==> config.mk <==
export PLATFORM = sky130hd
export DESIGN_NAME = smbus_pec_unit
export DESIGN_NICKNAME = d
export VERILOG_FILES = /design/src/rtl/smbus_pec_pkg.sv /design/src/rtl/pec_crc_step.sv /design/src/rtl/pec_crc_reg.sv /design/src/rtl/pec_len_counter.sv /design/src/rtl/pec_verdict.sv /design/src/rtl/smbus_pec_unit.sv
export SDC_FILE = /design/constraint.sdc
export NUM_CORES = 1
export LEC_CHECK = 0
export BUFFER_PORTS_ARGS = -buffer_cell sky130_fd_sc_hd__buf_4
export CELL_PAD_IN_SITES_DETAIL_PLACEMENT = 1
export CELL_PAD_IN_SITES_GLOBAL_PLACEMENT = 2
export CORE_MARGIN = 10
export CORE_UTILIZATION = 37
export CTS_BUF_LIST = sky130_fd_sc_hd__clkbuf_4 sky130_fd_sc_hd__clkbuf_8 sky130_fd_sc_hd__clkbuf_16
export DETAILED_ROUTE_END_ITERATION = 10
export GPL_TIMING_DRIVEN = 0
export PLACE_DENSITY = 0.86
export SLEW_MARGIN = 10
export SYNTH_ARGS = -nofsm -noshare
export SYNTH_HDL_FRONTEND = slang
export SYNTH_SLANG_ARGS = --single-unit
==> constraint.sdc <==
create_clock -name clk -period 1.75 [get_ports clk]
set_input_delay 0.175 -clock clk [delete_from_list [all_inputs] [get_ports clk]]
set_output_delay 0.175 -clock clk [all_outputs]
set_load 0.02 [all_outputs]
==> src/rtl/smbus_pec_pkg.sv <==
package smbus_pec_pkg;

  localparam int unsigned CRC_W    = 8;
  localparam logic [7:0]  CRC_POLY = 8'h07;
  localparam logic [7:0]  CRC_SEED = 8'h00;

  typedef struct packed {
    logic has_pec;
    logic pec_ok;
    logic exec_en;
    logic pec_err;
  } verdict_t;

endpackage

==> src/rtl/pec_crc_step.sv <==
module pec_crc_step #(
  parameter int unsigned W    = 8,
  parameter logic [W-1:0] POLY = 8'h07
) (
  input  logic [W-1:0] crc_in,
  input  logic [7:0]   data_in,
  output logic [W-1:0] crc_out
);

  // one byte, most significant bit first, fully unrolled
  always_comb begin
    logic [W-1:0] acc;
    logic         fb;
    acc = crc_in;
    for (int b = 7; b >= 0; b--) begin
      fb  = acc[W-1] ^ data_in[b];
      acc = {acc[W-2:0], 1'b0} ^ (fb ? POLY : '0);
    end
    crc_out = acc;
  end

endmodule

==> src/rtl/pec_crc_reg.sv <==
module pec_crc_reg #(
  parameter int unsigned W    = 8,
  parameter logic [W-1:0] POLY = 8'h07,
  parameter logic [W-1:0] SEED = 8'h00
) (
  input  logic         clk,
  input  logic         rst_n,
  input  logic         msg_start,
  input  logic         byte_valid,
  input  logic [7:0]   byte_data,
  output logic [W-1:0] crc_q,
  output logic [W-1:0] crc_close
);

  logic [W-1:0] run_next;
  logic [W-1:0] seed_next;
  logic [W-1:0] crc_d;
  logic         crc_en;

  pec_crc_step #(.W(W), .POLY(POLY)) u_run (
    .crc_in  (crc_q),
    .data_in (byte_data),
    .crc_out (run_next)
  );

  pec_crc_step #(.W(W), .POLY(POLY)) u_seed (
    .crc_in  (SEED),
    .data_in (byte_data),
    .crc_out (seed_next)
  );

  // value seen by a close in this cycle: a start in the same cycle
  // keeps its byte out of the message being closed
  always_comb begin
    if (!msg_start && byte_valid) crc_close = run_next;
    else                          crc_close = crc_q;
  end

  always_comb begin
    crc_en = msg_start | byte_valid;
    if (msg_start) crc_d = byte_valid ? seed_next : SEED;
    else           crc_d = run_next;
  end

  always_ff @(posedge clk or negedge rst_n) begin
    if (!rst_n)      crc_q <= SEED;
    else if (crc_en) crc_q <= crc_d;
  end

endmodule

==> src/rtl/pec_len_counter.sv <==
module pec_len_counter #(
  parameter int unsigned CNT_W = 6
) (
  input  logic             clk,
  input  logic             rst_n,
  input  logic             msg_start,
  input  logic             byte_valid,
  output logic [CNT_W-1:0] cnt_close
);

  localparam logic [CNT_W-1:0] CNT_MAX = {CNT_W{1'b1}};

  logic [CNT_W-1:0] cnt_q;
  logic [CNT_W-1:0] cnt_inc;
  logic [CNT_W-1:0] cnt_d;
  logic             cnt_en;

  always_comb begin
    cnt_inc = (cnt_q == CNT_MAX) ? CNT_MAX : cnt_q + 1'b1;
    if (!msg_start && byte_valid) cnt_close = cnt_inc;
    else                          cnt_close = cnt_q;
    cnt_en = msg_start | byte_valid;
    if (msg_start) cnt_d = byte_valid ? {{(CNT_W-1){1'b0}}, 1'b1} : '0;
    else           cnt_d = cnt_inc;
  end

  always_ff @(posedge clk or negedge rst_n) begin
    if (!rst_n)      cnt_q <= '0;
    else if (cnt_en) cnt_q <= cnt_d;
  end

endmodule

==> src/rtl/pec_verdict.sv <==
module pec_verdict
  import smbus_pec_pkg::*;
#(
  parameter int unsigned CNT_W = 6,
  parameter int unsigned W     = 8
) (
  input  logic             clk,
  input  logic             rst_n,
  input  logic             msg_end,
  input  logic [CNT_W-1:0] cnt_close,
  input  logic [CNT_W-1:0] exp_len,
  input  logic             pec_req,
  input  logic [W-1:0]     crc_close,
  output logic             done,
  output verdict_t         verdict
);

  logic [CNT_W:0] cnt_wide;
  logic [CNT_W:0] exp_wide;
  logic           len_plain;
  logic           len_pec;
  logic           crc_zero;
  verdict_t       vd_d;
  verdict_t       vd_q;
  logic           done_q;

  always_comb begin
    cnt_wide  = {1'b0, cnt_close};
    exp_wide  = {1'b0, exp_len};
    len_plain = (cnt_wide == exp_wide);
    len_pec   = (cnt_wide == exp_wide + 1'b1);
    crc_zero  = (crc_close == '0);
    vd_d      = '0;
    if (len_plain) begin
      vd_d.exec_en = ~pec_req;
    end else if (len_pec) begin
      vd_d.has_pec = 1'b1;
      vd_d.pec_ok  = crc_zero;
      vd_d.exec_en = crc_zero;
      vd_d.pec_err = ~crc_zero;
    end
  end

  always_ff @(posedge clk or negedge rst_n) begin
    if (!rst_n) begin
      done_q <= 1'b0;
    end else begin
      done_q <= msg_end;
    end
  end

  always_ff @(posedge clk or negedge rst_n) begin
    if (!rst_n) begin
      vd_q <= '0;
    end else if (msg_end) begin
      vd_q <= vd_d;
    end else begin
      vd_q.pec_err <= 1'b0;
    end
  end

  assign done    = done_q;
  assign verdict = vd_q;

endmodule

==> src/rtl/smbus_pec_unit.sv <==
module smbus_pec_unit
  import smbus_pec_pkg::*;
#(
  parameter int unsigned CNT_W = 6
) (
  input  logic             clk,
  input  logic             rst_n,
  input  logic             msg_start,
  input  logic             byte_valid,
  input  logic [7:0]       byte_data,
  input  logic             msg_end,
  input  logic [CNT_W-1:0] exp_len,
  input  logic             pec_req,
  output logic [7:0]       pec_byte,
  output logic             done,
  output logic             has_pec,
  output logic             pec_ok,
  output logic             exec_en,
  output logic             pec_err
);

  localparam int unsigned SYNC_STAGES = 2;

  logic [SYNC_STAGES-1:0] rst_pipe;
  logic                   rst_int_n;
  logic [CRC_W-1:0]       crc_q;
  logic [CRC_W-1:0]       crc_close;
  logic [CNT_W-1:0]       cnt_close;
  verdict_t               verdict;

  // asynchronous assertion, synchronous release
  always_ff @(posedge clk or negedge rst_n) begin
    if (!rst_n) rst_pipe <= '0;
    else        rst_pipe <= {rst_pipe[SYNC_STAGES-2:0], 1'b1};
  end
  assign rst_int_n = rst_pipe[SYNC_STAGES-1];

  pec_crc_reg #(.W(CRC_W), .POLY(CRC_POLY), .SEED(CRC_SEED)) u_crc (
    .clk        (clk),
    .rst_n      (rst_int_n),
    .msg_start  (msg_start),
    .byte_valid (byte_valid),
    .byte_data  (byte_data),
    .crc_q      (crc_q),
    .crc_close  (crc_close)
  );

  pec_len_counter #(.CNT_W(CNT_W)) u_cnt (
    .clk        (clk),
    .rst_n      (rst_int_n),
    .msg_start  (msg_start),
    .byte_valid (byte_valid),
    .cnt_close  (cnt_close)
  );

  pec_verdict #(.CNT_W(CNT_W), .W(CRC_W)) u_vd (
    .clk       (clk),
    .rst_n     (rst_int_n),
    .msg_end   (msg_end),
    .cnt_close (cnt_close),
    .exp_len   (exp_len),
    .pec_req   (pec_req),
    .crc_close (crc_close),
    .done      (done),
    .verdict   (verdict)
  );

  assign pec_byte = crc_q;
  assign has_pec  = verdict.has_pec;
  assign pec_ok   = verdict.pec_ok;
  assign exec_en  = verdict.exec_en;
  assign pec_err  = verdict.pec_err;

endmodule

==> impl_metrics.py <==
metrics = {
    "worst_hold_path": {
        "hp-class": "in2reg",
        "hold_path.startpoint": "msg_end",
    },
    "yosys": {
        "yosys_register_bits": 21,
        "netlist_area_um2": 1930,
        "synthFlopType": "dfrtp_1",
        "yosys-top-cells-count": "xnor2_1 (23), dfrtp_1 (21), nand2_1 (20), xor2_1 (18)",
        "yosys.area.top_type": "dfrtp_1",
        "ys_types": 60,
        "syn_inst": 210,
        "synth_edf_count": 0,
        "synth_top_area_frac": 0.272,
        "synth_area_leaders": "dfrtp_1 (27%), xnor2_1 (10%), xor2_1 (8.2%), nand2_1 (3.9%), a21oi_1 (2.1%)",
        "synth.avg_cell_area_um2": 9.20,
        "ys_seq_area_frac": 0.272,
        "yosysWarningCount": 0,
        "synthesis.nets": 232,
        "synth_most_common_cell": "xnor2_1",
        "ys_async_sr_fraction": 1.00,
    },
    "route": {
        "viasPerCell": 5.51,
        "drtIter0Drc": 51,
        "drtPass1Iterations": 4,
        "drt_wl_total_mm": 5.75,
        "ant_nets": 0,
        "wire_per_inst_um": 17.8,
        "vias": 1780,
        "route.detailed.drc": 0,
    },
    "clock_network": {
        "cts_tree": "built",
        "numCtsBuffers": 3,
        "cts_buffer_depth": 2,
        "clkSinkCount": 21,
        "clk_pin_slew_ps": 80,
        "clk-insertion-delay-late_ps": 270,
        "htree_levels": 1,
        "cts-root-buf": "clkbuf_8",
    },
    "critical_path": {
        "critPathLaunch": "u_cnt.cnt_q[0]",
        "worstSetupEndpointType": "flip-flop",
        "required_ps": 1890,
        "start_kind": "flip-flop",
        "rr_startpoint": "u_cnt.cnt_q[0]",
        "cp.arrival_ps": 2230,
        "worst-setup-path-type": "reg2reg",
        "critical_path.max_fanout": 7,
    },
    "pwr": {
        "total_power_uw": 2780,
        "max-vdd-ir-drop_mv": 0.646,
        "p_leak_uw": 0.00106,
        "powerDensity_nw_per_um2": 1140,
    },
    "placed_design": {
        "hpwlAfterDp_mm": 4.45,
        "port_buffers": 32,
        "gp_congestion": 0.799,
    },
    "status": {
        "violations": "negative setup slack",
        "status": "complete, but fails checks",
    },
    "sta": {
        "fin_ws_ps": -338,
        "report.final.hold_viol_count": 0,
        "finClkSkew_ps": 3.14,
        "slew_headroom": 0.448,
        "worst_slew_pin_slew_ps": 828,
        "report.final.slew_viol_count": 0,
        "whs_ps": 32.3,
        "fin_crit_ps": 2090,
        "setup_viol": 4,
        "fmax_ghz": 0.479,
        "rsz0062_at_grt": "yes",
        "fin_crit_sh": 1.19,
    },
    "final_layout": {
        "utilization": 0.482,
        "multiInputGateArea_um2": 1400,
        "nNetsFinal": 276,
        "fillers": 613,
        "antenna_cells": 0,
        "ff_latch_area_um2": 536,
        "area_delta_synth_final_pct": 26.7,
        "drive_above_1_share": 0.308,
    },
    "floorplan": {
        "pin_count": 33,
        "dieWidth_um": 92.3,
        "start_util": 0.381,
        "dieArea_um2": 8510,
        "die_h_um": 92.3,
        "placement_rows": 26,
        "core_area_um2": 5070,
    },
    "global_routing": {
        "antenna_found_initial": 0,
        "grt_pass1_wl_mm": 9.82,
        "grt_pass1_vias": 1910,
        "grt_max_degree": 20,
        "overflow": 0,
        "grt_usage": 0.137,
    },
    "flow_run": {
        "max_cap_violations": 0,
    },
}
[power by group]
group	switching, uW	internal, uW	total [uW]
sequential	187	589	777
clock	175	159	335
combinational	865	806	1670
total	1230	1550	2780
[registers in the layout, indices dropped and copies added (netlist names)]
name / flops
rst_pipe: 2
u_cnt.cnt_q: 6
u_crc.crc_q: 8
u_vd.done: 1
u_vd.verdict: 4
[per-stage QoR]
stage	setup WS, ps	cells	instance area [um2]	setup TNS, ps
after floorplan	-200	210	1950	-774
after global placement	-437	312	2270	-1630
after detailed placement	-456	312	2270	-1780
after CTS	-327	320	2410	-1280
after global routing	-400	323	2450	-1560
final	-338	323	2450	-1310
[cell type report]
class,count,share of cell area
buffer,10,0.0240
clock buffer,3,0.0169
clock inverter,1,0.00204
inverter,6,0.00920
multi-input combinational,173,0.573
sequential,21,0.219
tap,70,0.0358
timing repair buffer,39,0.121
[critical path: stages, from the launching register on]
cell and delay, ps:
dfrtp_2 430, ha_4 190, and4b_2 250, and4_1 220
or3_4 330, a311o_1 320, nand4b_4 130, o21ai_1 80
[cells by family (layout without fill, tap and decap cells)]
family | after synthesis | count (layout) | share of synthesized area
DFF | 21 | 21 | 0.272
other | 1 | 1 | 0.00194
buffers and inverters | 16 | 59 | 0.0408
and+or+nand+nor | 72 | 72 | 0.216
AOI/OAI and AO/OA | 50 | 50 | 0.220
xor gates and xnor gates | 43 | 43 | 0.210
adders and majority gates | 2 | 2 | 0.0130
muxes | 5 | 5 | 0.0272
[cell usage in the layout (no fill, tap or decap), drive strengths merged, types with 2 or more instances in the layout]
master,Yosys,layout
inv,5,5
nor2,8,8
o211a,2,2
mux2i,3,3
a32o,4,4
nor2b,3,3
and4,2,2
dfrtp,21,21
nand4b,2,2
clkbuf,3,6
xnor3,2,2
o2bb2ai,2,2
and2,3,3
nand2b,5,5
and3b,3,3
nor4,5,5
a21oi,8,8
nand4,2,2
o22ai,6,6
xnor2,23,23
a211oi,3,3
mux2,2,2
buf,7,45
and3,4,4
a311oi,3,3
clkinv,1,2
ha,2,2
a21o,2,2
nand2,20,20
o21ai,7,7
o211ai,2,2
nand3,5,5
a22o,2,2
nor3,3,3
xor2,18,18
[per-layer routing]
layer	part of all wire	up-vias	global-route usage
met1	0.47	898	0.175
met2	0.50	22	0.238
li1	-	854	-
met5	0	-	0
met3	0.024	6	0.0228
met4	0.0085	0	0.0219
[final timing paths]
path,endpoint,slack [ps],cells past startpoint
max,u_vd.verdict[1],-340,7
min,u_vd.done,30,1
max reg2reg,u_vd.verdict[1],-340,7
min reg2reg,u_vd.verdict[3],350,0
max in group asynchronous,u_crc.crc_q[4],830,0
min in group asynchronous,rst_pipe[1],210,2
[repair_timing]
action                                  4_1_cts  5_1_grt
buffers inserted                              3        3
hold endpoints to repair                      2        0
resized for setup                             9       11
pin swaps                                     1        3
hold buffers                                  1        0
endpoints found under the setup margin        7        7
Note: power is estimated with default switching activity, not from simulation.
